## src/rtl/bsram_pkg.sv

```systemverilog
package bsram_pkg;

  typedef enum logic [1:0] {
    CYC_IDLE     = 2'd0,
    CYC_START_RD = 2'd1,
    CYC_START_WR = 2'd2,
    CYC_CONT     = 2'd3
  } cyc_kind_t;

  // Low address bits of a beat inside a four-word group.
  function automatic logic [1:0] beat_offset(input logic [1:0] seed,
                                             input logic [1:0] beat,
                                             input logic       xor_order);
    return xor_order ? (seed ^ beat) : (seed + beat);
  endfunction

  // Lane write qualification: global write beats the byte layer.
  function automatic logic lane_write(input logic gw_n, input logic bwe_n,
                                      input logic sel_n);
    return !gw_n || (!bwe_n && !sel_n);
  endfunction

endpackage

```

## src/rtl/bsram_ctl.sv

```systemverilog
module bsram_ctl
  import bsram_pkg::*;
#(
  parameter int AW = 6
) (
  input  logic          clk,
  input  logic          rst_n,
  input  logic [AW-1:0] addr,
  input  logic          ads_proc_n,
  input  logic          ads_ctrl_n,
  input  logic          adv_n,
  input  logic          ce1_n,
  input  logic          ce2,
  input  logic          ce3_n,
  input  logic          order_sel,
  input  logic          sleep,
  output logic          access,
  output logic          wr_allowed,
  output logic          start,
  output logic          emerge,
  output logic [AW-1:0] acc_addr
);

  cyc_kind_t     kind;
  logic          active_q;
  logic [AW-1:0] base_q;
  logic [1:0]    cnt_q;
  logic [1:0]    cnt_n;
  logic          ce_all;
  logic          proc_seen;
  logic          ctrl_seen;

  assign ce_all    = !ce1_n && ce2 && !ce3_n;
  assign proc_seen = !ads_proc_n && !ce1_n;
  assign ctrl_seen = !ads_ctrl_n && !proc_seen;

  always_comb begin
    kind = CYC_IDLE;
    if (!sleep) begin
      if (proc_seen || ctrl_seen) begin
        if (ce_all) kind = proc_seen ? CYC_START_RD : CYC_START_WR;
      end else if (active_q) begin
        kind = CYC_CONT;
      end
    end
  end

  assign start      = (kind == CYC_START_RD) || (kind == CYC_START_WR);
  assign access     = (kind != CYC_IDLE);
  assign wr_allowed = (kind == CYC_START_WR) || (kind == CYC_CONT);
  assign emerge     = start && !active_q;
  assign cnt_n      = (kind == CYC_CONT && !adv_n) ? cnt_q + 2'd1 : cnt_q;

  always_comb begin
    if (start) acc_addr = addr;
    else acc_addr = {base_q[AW-1:2], beat_offset(base_q[1:0], cnt_n, order_sel)};
  end

  always_ff @(posedge clk or negedge rst_n) begin
    if (!rst_n) begin
      active_q <= 1'b0;
      base_q   <= '0;
      cnt_q    <= 2'd0;
    end else begin
      active_q <= access;
      if (start) begin
        base_q <= addr;
        cnt_q  <= 2'd0;
      end else if (kind == CYC_CONT) begin
        cnt_q <= cnt_n;
      end
    end
  end

endmodule

```

## src/rtl/bsram_lanes.sv

```systemverilog
module bsram_lanes
  import bsram_pkg::*;
#(
  parameter int LANES = 8
) (
  input  logic             access,
  input  logic             wr_allowed,
  input  logic             gw_n,
  input  logic             bwe_n,
  input  logic [LANES-1:0] bsel_n,
  output logic [LANES-1:0] lane_we
);

  for (genvar g = 0; g < LANES; g++) begin : g_lane
    assign lane_we[g] = access && wr_allowed && lane_write(gw_n, bwe_n, bsel_n[g]);
  end

endmodule

```

## src/rtl/bsram_store.sv

```systemverilog
module bsram_store #(
  parameter int DEPTH  = 64,
  parameter int LANES  = 8,
  parameter int LANE_W = 8,
  localparam int AW    = $clog2(DEPTH),
  localparam int W     = LANES * LANE_W
) (
  input  logic             clk,
  input  logic             rst_n,
  input  logic [LANES-1:0] lane_we,
  input  logic [AW-1:0]    acc_addr,
  input  logic [W-1:0]     wdata,
  input  logic             rd_req,
  output logic [W-1:0]     rdata,
  output logic             rd_done
);

  logic [AW-1:0] addr_q;
  logic          rd_q;

  always_ff @(posedge clk or negedge rst_n) begin
    if (!rst_n) begin
      addr_q  <= '0;
      rd_q    <= 1'b0;
      rd_done <= 1'b0;
    end else begin
      rd_q    <= rd_req;
      rd_done <= rd_q;
      if (rd_req) addr_q <= acc_addr;
    end
  end

  for (genvar g = 0; g < LANES; g++) begin : g_bank
    logic [LANE_W-1:0] mem [DEPTH];
    logic [LANE_W-1:0] q;

    always_ff @(posedge clk) begin
      if (lane_we[g]) mem[acc_addr] <= wdata[g*LANE_W +: LANE_W];
    end

    always_ff @(posedge clk or negedge rst_n) begin
      if (!rst_n) q <= '0;
      else if (rd_q) q <= mem[addr_q];
    end

    assign rdata[g*LANE_W +: LANE_W] = q;
  end

endmodule

```

## src/rtl/burst_sram.sv

```systemverilog
module burst_sram #(
  parameter int DEPTH  = 64,
  parameter int LANES  = 8,
  parameter int LANE_W = 8,
  localparam int AW    = $clog2(DEPTH),
  localparam int W     = LANES * LANE_W
) (
  input  logic             clk,
  input  logic             rst_n,
  input  logic [AW-1:0]    addr,
  input  logic             ads_proc_n,
  input  logic             ads_ctrl_n,
  input  logic             adv_n,
  input  logic             ce1_n,
  input  logic             ce2,
  input  logic             ce3_n,
  input  logic             gw_n,
  input  logic             bwe_n,
  input  logic [LANES-1:0] bsel_n,
  input  logic             oe_n,
  input  logic             order_sel,
  input  logic             sleep,
  input  logic [W-1:0]     wdata,
  output logic [W-1:0]     rdata,
  output logic             dout_valid
);

  logic             access;
  logic             wr_allowed;
  logic             start;
  logic             emerge;
  logic [AW-1:0]    acc_addr;
  logic [LANES-1:0] lane_we;
  logic             rd_req;
  logic             rd_done;
  logic             first_q;

  bsram_ctl #(.AW(AW)) u_ctl (
    .clk        (clk),
    .rst_n      (rst_n),
    .addr       (addr),
    .ads_proc_n (ads_proc_n),
    .ads_ctrl_n (ads_ctrl_n),
    .adv_n      (adv_n),
    .ce1_n      (ce1_n),
    .ce2        (ce2),
    .ce3_n      (ce3_n),
    .order_sel  (order_sel),
    .sleep      (sleep),
    .access     (access),
    .wr_allowed (wr_allowed),
    .start      (start),
    .emerge     (emerge),
    .acc_addr   (acc_addr)
  );

  bsram_lanes #(.LANES(LANES)) u_lanes (
    .access     (access),
    .wr_allowed (wr_allowed),
    .gw_n       (gw_n),
    .bwe_n      (bwe_n),
    .bsel_n     (bsel_n),
    .lane_we    (lane_we)
  );

  assign rd_req = access && (lane_we == '0);

  bsram_store #(.DEPTH(DEPTH), .LANES(LANES), .LANE_W(LANE_W)) u_store (
    .clk      (clk),
    .rst_n    (rst_n),
    .lane_we  (lane_we),
    .acc_addr (acc_addr),
    .wdata    (wdata),
    .rd_req   (rd_req),
    .rdata    (rdata),
    .rd_done  (rd_done)
  );

  // Marks the first clock of a read that left the deselected state.
  always_ff @(posedge clk or negedge rst_n) begin
    if (!rst_n) first_q <= 1'b0;
    else first_q <= emerge && rd_req;
  end

  assign dout_valid = !oe_n && rd_done;

endmodule

```

## config.mk

```make
export PLATFORM = sky130hd
export DESIGN_NAME = burst_sram
export DESIGN_NICKNAME = d
export VERILOG_FILES = /design/src/rtl/bsram_pkg.sv /design/src/rtl/bsram_ctl.sv /design/src/rtl/bsram_lanes.sv /design/src/rtl/bsram_store.sv /design/src/rtl/burst_sram.sv
export SDC_FILE = /design/constraint.sdc
export NUM_CORES = 2
export LEC_CHECK = 0
export BUFFER_PORTS_ARGS = -buffer_cell sky130_fd_sc_hd__buf_4
export CAP_MARGIN = 15
export CORE_ASPECT_RATIO = 2
export CORE_MARGIN = 4
export CORE_UTILIZATION = 60
export CTS_BUF_LIST = sky130_fd_sc_hd__clkbuf_4 sky130_fd_sc_hd__clkbuf_8 sky130_fd_sc_hd__clkbuf_16
export DETAILED_ROUTE_END_ITERATION = 16
export HOLD_SLACK_MARGIN = 0.1
export PLACE_DENSITY = 0.76
export SYNTH_ARGS = -nofsm -noshare
export SYNTH_HDL_FRONTEND = slang
export SYNTH_SLANG_ARGS = --single-unit
```

## constraint.sdc

```tcl
create_clock -name clk -period 4 [get_ports clk]
set_input_delay 0 -clock clk [delete_from_list [all_inputs] [get_ports clk]]
set_output_delay 0 -clock clk [all_outputs]
set_load 0.1 [all_outputs]
```

Word level (Yosys, flattened, before mapping)
Memories as Yosys holds them, arrays and structs flattened. A register that Yosys moved wholly into a read port is not among the register bits.
Index checks and enable logic that the tools add are counted.
{ "totals": {"ff_bits": 17, "ram_bits": 4096, "n_memories": 8, "word_cells": 109, "output_inout_bits": 65, "input_bits": 91} }
{ "mem_list": {"columns": ["name", "depth", "width", "read_ports", "rd_ports_with_merged_regs", "wr", "line", "source"], "rows": [
  ["u_store.g_bank[0].mem", 64, 8, 1, 1, 1, "bsram_store.sv:34", "logic [LANE_W-1:0] mem [DEPTH];"],
  ["u_store.g_bank[1].mem", 64, 8, 1, 1, 1, "bsram_store.sv:34", null],
  ["u_store.g_bank[2].mem", 64, 8, 1, 1, 1, "bsram_store.sv:34", null],
  ["u_store.g_bank[3].mem", 64, 8, 1, 1, 1, "bsram_store.sv:34", null],
  ["u_store.g_bank[4].mem", 64, 8, 1, 1, 1, "bsram_store.sv:34", null],
  ["u_store.g_bank[5].mem", 64, 8, 1, 1, 1, "bsram_store.sv:34", null],
  ["+2 memories", null, null, null, null, null, null, null]
]} }
{ "classes": {"bitwise_logic": 1, "muxes": 26, "reduce_logical": 63, "addsub": 2, "eq_ne": 3} }
{ "ops": {"columns": ["cell", "count"], "rows": [
  ["1-bit zero test", 25],
  ["1-bit logical AND", 24],
  ["2-bit 2-to-1 mux", 9],
  ["1-bit 2-to-1 mux", 16],
  ["1-bit logical OR", 11],
  ["8-bit zero test", 1],
  ["6-bit 2-to-1 mux", 1],
  ["2-bit == test, second input constant", 2],
  ["2-bit nonzero test", 2],
  ["2-bit by 1-bit adder with 2-bit output, second input constant", 1],
  ["2-bit adder", 1],
  ["2-bit by 1-bit == test with 1-bit output, second input constant", 1],
  ["2-bit bitwise XOR", 1]
]} }

Depth between registers and ports, before layout
{ "depth": {"word_depth": 13, "depth_mapped": 16, "ltp_nobuf": 13} }

Modules after synthesis
From an unflattened synthesis, not the netlist that was laid out.
{ "unflattened": {"cells_unflattened": 8383, "area_unflattened_um2": 162654.7} }
{ "modules_own_cells": {"columns": ["mod", "area_each_um2", "instances", "seq_area_each_um2", "cells_per_inst"], "rows": [
  ["bsram_store", 162001.6, 1, 124799.7, 8314],
  ["bsram_ctl", 528.0, 1, 225.2, 49],
  ["bsram_lanes", 90.1, 1, 0.0, 16],
  ["burst_sram", 35.0, 1, 0.0, 4]
]} }

Worst setup path before layout
No wires, ideal clock.
{ "synth_timing": {"path_kind": "register to register", "from": "register u_ctl.active_q", "to": "memory u_store.g_bank[0].mem[41][0] (enable)", "required_time_ps": 3617, "setup_ps": 383, "synth_period_minus_slack_ps": 3333, "n_path_buf": 3, "path_stages_with_launch": 16, "slack_ps": 667, "t_arrival_ps": 2949, "cell_sequence": "dfrtp_1 -> o211ai_1 -> a21o_1 -> inv_1 -> ha_1 -> nand2b_1 -> xnor2_1 -> ha_1 -> nand2b_1 -> xnor2_1 -> xnor2_2 -> o21a_1 -> clkbuf_1 -> clkbuf_1 -> buf_2 -> nor3_1"} }
{ "synth_via": {"elab_chain_cells": 9, "word_cells_on_any_way": 19, "cone_classes": "add/sub (1); eq/ne (3); mux (8); bitwise (1); reduce/logical (6)"} }
{ "synth_lines": {"columns": ["item", "line", "source"], "rows": [
  ["start: declaration", "bsram_ctl.sv:25", "logic active_q;"],
  ["start signal: assignment", "bsram_ctl.sv:65", "active_q <= access;"],
  ["2-bit 2-to-1 mux *", "bsram_ctl.sv:42", "end else if (active_q) begin"],
  ["2-bit 2-to-1 mux *", "bsram_ctl.sv:40", "if (proc_seen || ctrl_seen) begin"],
  ["2-bit 2-to-1 mux *", "bsram_ctl.sv:39", "if (!sleep) begin"],
  ["2-bit == test (on tied branches)", "bsram_ctl.sv:50, bsram_ctl.sv:52, bsram_ctl.sv:48", null],
  ["1-bit logical AND / 1-bit logical OR (equally long branches)", "bsram_ctl.sv:52, bsram_ctl.sv:50", null],
  ["2-bit 2-to-1 mux / 1-bit logical AND (equally long branches)", "bsram_ctl.sv:52, bsram_lanes.sv:15", null],
  ["2-bit adder (tied with other cells)", "bsram_pkg.sv:14", "return xor_order ? (seed ^ beat) : (seed + beat);"],
  ["2-bit 2-to-1 mux / 1-bit 2-to-1 mux (equally long branches)", "bsram_pkg.sv:14, bsram_store.sv:38", null],
  ["6-bit 2-to-1 mux / 1-bit 2-to-1 mux (equally long branches)", "bsram_ctl.sv:55, bsram_store.sv:38", null],
  ["end: declaration", "bsram_store.sv:34", null]
]} }
Every way passes the cells marked *; elsewhere a longest branch is shown, timed or not.

Worst setup path after layout
{ "layout_timing": {"from": "input port ads_ctrl_n", "to": "memory u_store.g_bank[2].mem[58][0] (enable)"} }
{ "layout_via": {"elab_chain_cells": 11, "word_cells_on_any_way": 21, "cone_classes": "add/sub (1); eq/ne (3); mux (7); bitwise (1); reduce/logical (9)"} }
{ "layout_lines": {"columns": ["item", "line", "source"], "rows": [
  ["start: declaration", "burst_sram.sv:12", "input logic ads_ctrl_n,"],
  ["1-bit zero test *", "bsram_ctl.sv:35", "assign ctrl_seen = !ads_ctrl_n && !proc_seen;"],
  ["1-bit logical AND *", "bsram_ctl.sv:35", null],
  ["1-bit logical OR *", "bsram_ctl.sv:40", null],
  ["2-bit 2-to-1 mux *", "bsram_ctl.sv:40", null],
  ["2-bit 2-to-1 mux *", "bsram_ctl.sv:39", null],
  ["2-bit == test (on tied branches)", "bsram_ctl.sv:50, bsram_ctl.sv:52, bsram_ctl.sv:48", null],
  ["1-bit logical AND / 1-bit logical OR (equally long branches)", "bsram_ctl.sv:52, bsram_ctl.sv:50", null],
  ["2-bit 2-to-1 mux / 1-bit logical AND (equally long branches)", "bsram_ctl.sv:52, bsram_lanes.sv:15", null],
  ["2-bit adder (tied with other cells)", "bsram_pkg.sv:14", null],
  ["2-bit 2-to-1 mux / 1-bit 2-to-1 mux (equally long branches)", "bsram_pkg.sv:14, bsram_store.sv:38", null],
  ["6-bit 2-to-1 mux / 1-bit 2-to-1 mux (equally long branches)", "bsram_ctl.sv:55, bsram_store.sv:38", null],
  ["end: declaration", "bsram_store.sv:34", null]
]} }
Marked as above.

==> flow_summary.json <==
{
  "hold_violations": 0,
  "start_util_pct": 60.3,
  "root_buffer": "clkbuf_16",
  "status": "completed",
  "drt_iter0_drc": 11000,
  "drv_cap": 0,
  "tightestPinTransition_ns": 1.05,
  "grt_pass1_vias": 89100,
  "slew_violations": 0,
  "nFillCells": 16300,
  "worstPathArrival_ns": 4.40,
  "finalClockSkew_ns": 0.0323,
  "ys_seq_area_share_pct": 77.3,
  "postSynthCellCount": 8457,
  "placementRows": 269,
  "die_area_um2": 279000,
  "numCtsBuffers": 332,
  "grt_pass1_wl_um": 623000,
  "critPathMaxStageDelay_ns": 0.63,
  "ant_nets": 0,
  "reg2reg_to": "u_store.g_bank[2].mem[58][0]",
  "syn_nets": 8552,
  "fin_total_pwr_mw": 117,
  "muxShareOfSynthArea_pct": 13.5,
  "crit_chain": "dlygate4sd3_1 -> buf_4 -> nand3b_1 -> dlygate4sd3_1 -> a21o_1 -> inv_1 -> ha_1 -> nand2b_1 -> xnor2_2 -> ha_1 -> nand2b_1 -> xnor2_1 -> xnor2_2 -> buf_4 -> o211ai_1 -> buf_4 -> nor2_1",
  "gp_congestion": 0.927,
  "drc": 0,
  "drive_gt1_share_pct": 21.2,
  "slew_headroom_pct": 29.8,
  "whs_path_depth": 6,
  "fmax_ghz": 0.258,
  "finalWirelength_um": 438000,
  "synth-xor-area-share_pct": 0.0263,
  "grt_max_degree": 90,
  "synth_top_family_by_area": "multiplexers",
  "yosysTopAreaCellShare_pct": 76.0,
  "core-area_um2": 268000,
  "timing.rr.start": "u_ctl.active_q",
  "synth_fa_ha_area_share_pct": 0.0309,
  "path_clk_slew_ns": 0.08,
  "viasPerCell": 6.74,
  "syn2layout_area_growth_pct": 13.4,
  "path_common_cell": "buf_4",
  "netlist_area_um2": 162000,
  "clk_latency_ns": 0.90,
  "dr_total_vias": 87400,
  "antenna_found_initial": 12,
  "ys_seq_elements": 4177,
  "hold_path_end": "u_store.g_bank[3].mem[18][7]",
  "die_w_um": 375,
  "cts_tree": "yes",
  "ys_top_cells_by_area": "edfxtp_1 (76%), mux4_2 (7.1%), mux2i_1 (6.3%)",
  "ir_drop_v": 0.000691,
  "start_kind": "input pin",
  "crit_type": "in2reg",
  "cp_max_fo": 16,
  "place_area_um2": 171000,
  "post-route-min-period_ns": 3.87,
  "hold_class": "in2reg",
  "ioPinCount": 156,
  "p_leak_nw": 60.6,
  "yosysMostFrequentCell": "edfxtp_1",
  "synth-compound-area-share_pct": 4.21,
  "io_buffers": 155,
  "hpwlAfterDp_um": 277000,
  "finalCritPeriodShare_pct": 96.8,
  "worst_setup_path_end_kind": "flop",
  "instances_no_fill": 13000,
  "drt-pass1-iter-count": 9,
  "grt_setup_unrepaired": "true",
  "yosys.area_share.simple_pct": 3.48,
  "placedCellCount": 12300,
  "design_area_um2": 184000,
  "cts.sink_count": 4177,
  "power.density_nw_per_um2": 639,
  "grt_usage_pct": 31.2,
  "cts_max_path_buffers": 4,
  "setup_viol_count_final": 0,
  "ff2ff_path_depth": 14,
  "synth_edf_count": 4096,
  "yosys-top-cells-count": "edfxtp_1 (4,096), mux2i_1 (1,024), mux4_2 (512)",
  "utilization_pct": 68.4,
  "required_ns": 4.53,
  "worstHoldStart": "bsel_n[3]",
  "wl_per_cell_um": 33.8,
  "r2r_slack_ns": 0.16,
  "grt_overflow_total": 0,
  "ys_warn_count": 0,
  "ys_types": 54,
  "synth-async-reset-ratio_pct": 1.94,
  "htree_levels": 5,
  "finalSetupTns_ns": 0,
  "nets": 9263,
  "critPathSlowestCell": "nor2_1",
  "postSynthAreaPerCell_um2": 19.1,
  "yosys.area.top_type": "edfxtp_1",
  "synth_flop_cell": "edfxtp_1",
  "dieHeight_um": 742
}
how the worst max path moves through the flow:
| stage | endpoint | cells after the start | from | slack (ns) |
|---|---|---|---|---|
| after floorplan | u_store.g_bank[0].mem[41][0] | 15 | u_ctl.active_q | 0.67 |
| after global placement | u_store.g_bank[7].mem[54][5] | 15 | ce1_n | 0.07 |
| after detailed placement | u_store.g_bank[7].mem[54][6] | 15 | ce1_n | 0.06 |
| after CTS | u_store.g_bank[7].mem[54][0] | 13 | u_ctl.active_q | 0.09 |
| after global routing | u_store.g_bank[7].mem[62][4] | 17 | ads_ctrl_n | -0.07 |
| final | u_store.g_bank[2].mem[58][0] | 17 | ads_ctrl_n | 0.13 |
stage by stage:
stage / worst slack (ns) / hold WS (ns)
global placement: 0.0670 / -0.0124
CTS: 0.0892 / 0.103
finish: 0.128 / 0.136
detailed placement: 0.0608 / -0.00792
global route: -0.0656 / 0.178
floorplan: 0.667 / -0.296
repair_timing:
item                                   4_1_cts  5_1_grt
endpoints found under the hold margin     4488        0
hold buffers                               100        0
setup endpoints to repair                    0      671
buffers inserted                             0        0
resized for setup                            0       60
layer usage:
layer | track usage [%] | part of all wire [%] | vias up
li1 | - | - | 35900
met1 | 35.8 | 32 | 44300
met2 | 53.8 | 51 | 5659
met3 | 5.04 | 8.3 | 1506
met4 | 22.0 | 8.4 | 4
met5 | 0 | 0.0059 | -
area by class of cell:
type | count | area (um2) | area share (%)
Sequential cell | 4177 | 125000 | 68.1
Multi-Input combinational cell | 3733 | 34800 | 19.0
Clock inverter | 187 | 2050 | 1.12
Tap cell | 3523 | 4410 | 2.40
Timing Repair Buffer | 917 | 8030 | 4.38
Clock buffer | 408 | 9160 | 4.99
Antenna cell | 6 | 15.0 | 0.00818
Inverter | 7 | 26.3 | 0.0143
power breakdown:
group,switching [mW],internal [mW]
combinational,22.0,12.4
sequential,0.694,48.3
clock,15.1,18.8
total,37.7,79.5
cell usage in the layout (no fill, tap or decap), drive strengths merged, types with 128 or more instances in the layout:
cell and n:
nand2 296, buf 818, mux4 512, nor2 406, clkbuf 408, mux2i 1025
edfxtp 4096, o22ai 128, a22oi 449, nor3 321
logic make-up after synthesis:
kind of cell	Yosys count
buffers and inverters	547
flip-flops	4177
AO/OA/AOI/OAI	929
XOR/XNOR	4
AND/OR/NAND/NOR	1250
adder cells (fa/ha/maj)	4
multiplexers	1546
worst max-delay path: cells and delay by family:
kind                       cells  cell delay [ns]
buffers and inverters          6             1.84
and+or+nand+nor                4             0.98
xor gates and xnor gates       3             0.67
adders and majority gates      2             0.43
AOI/OAI and AO/OA              2             0.39
sequential cells by signal, indices dropped and copies added, names as in the netlist:
name / count
u_store.rd_q: 1
u_store.rd_done: 1
u_store.addr_q: 6
u_ctl.active_q: 1
u_ctl.base_q: 6
u_store.g_bank.q: 64
u_ctl.cnt_q: 2
u_store.g_bank.mem: 4096
Power figures use the tool's default switching activity.
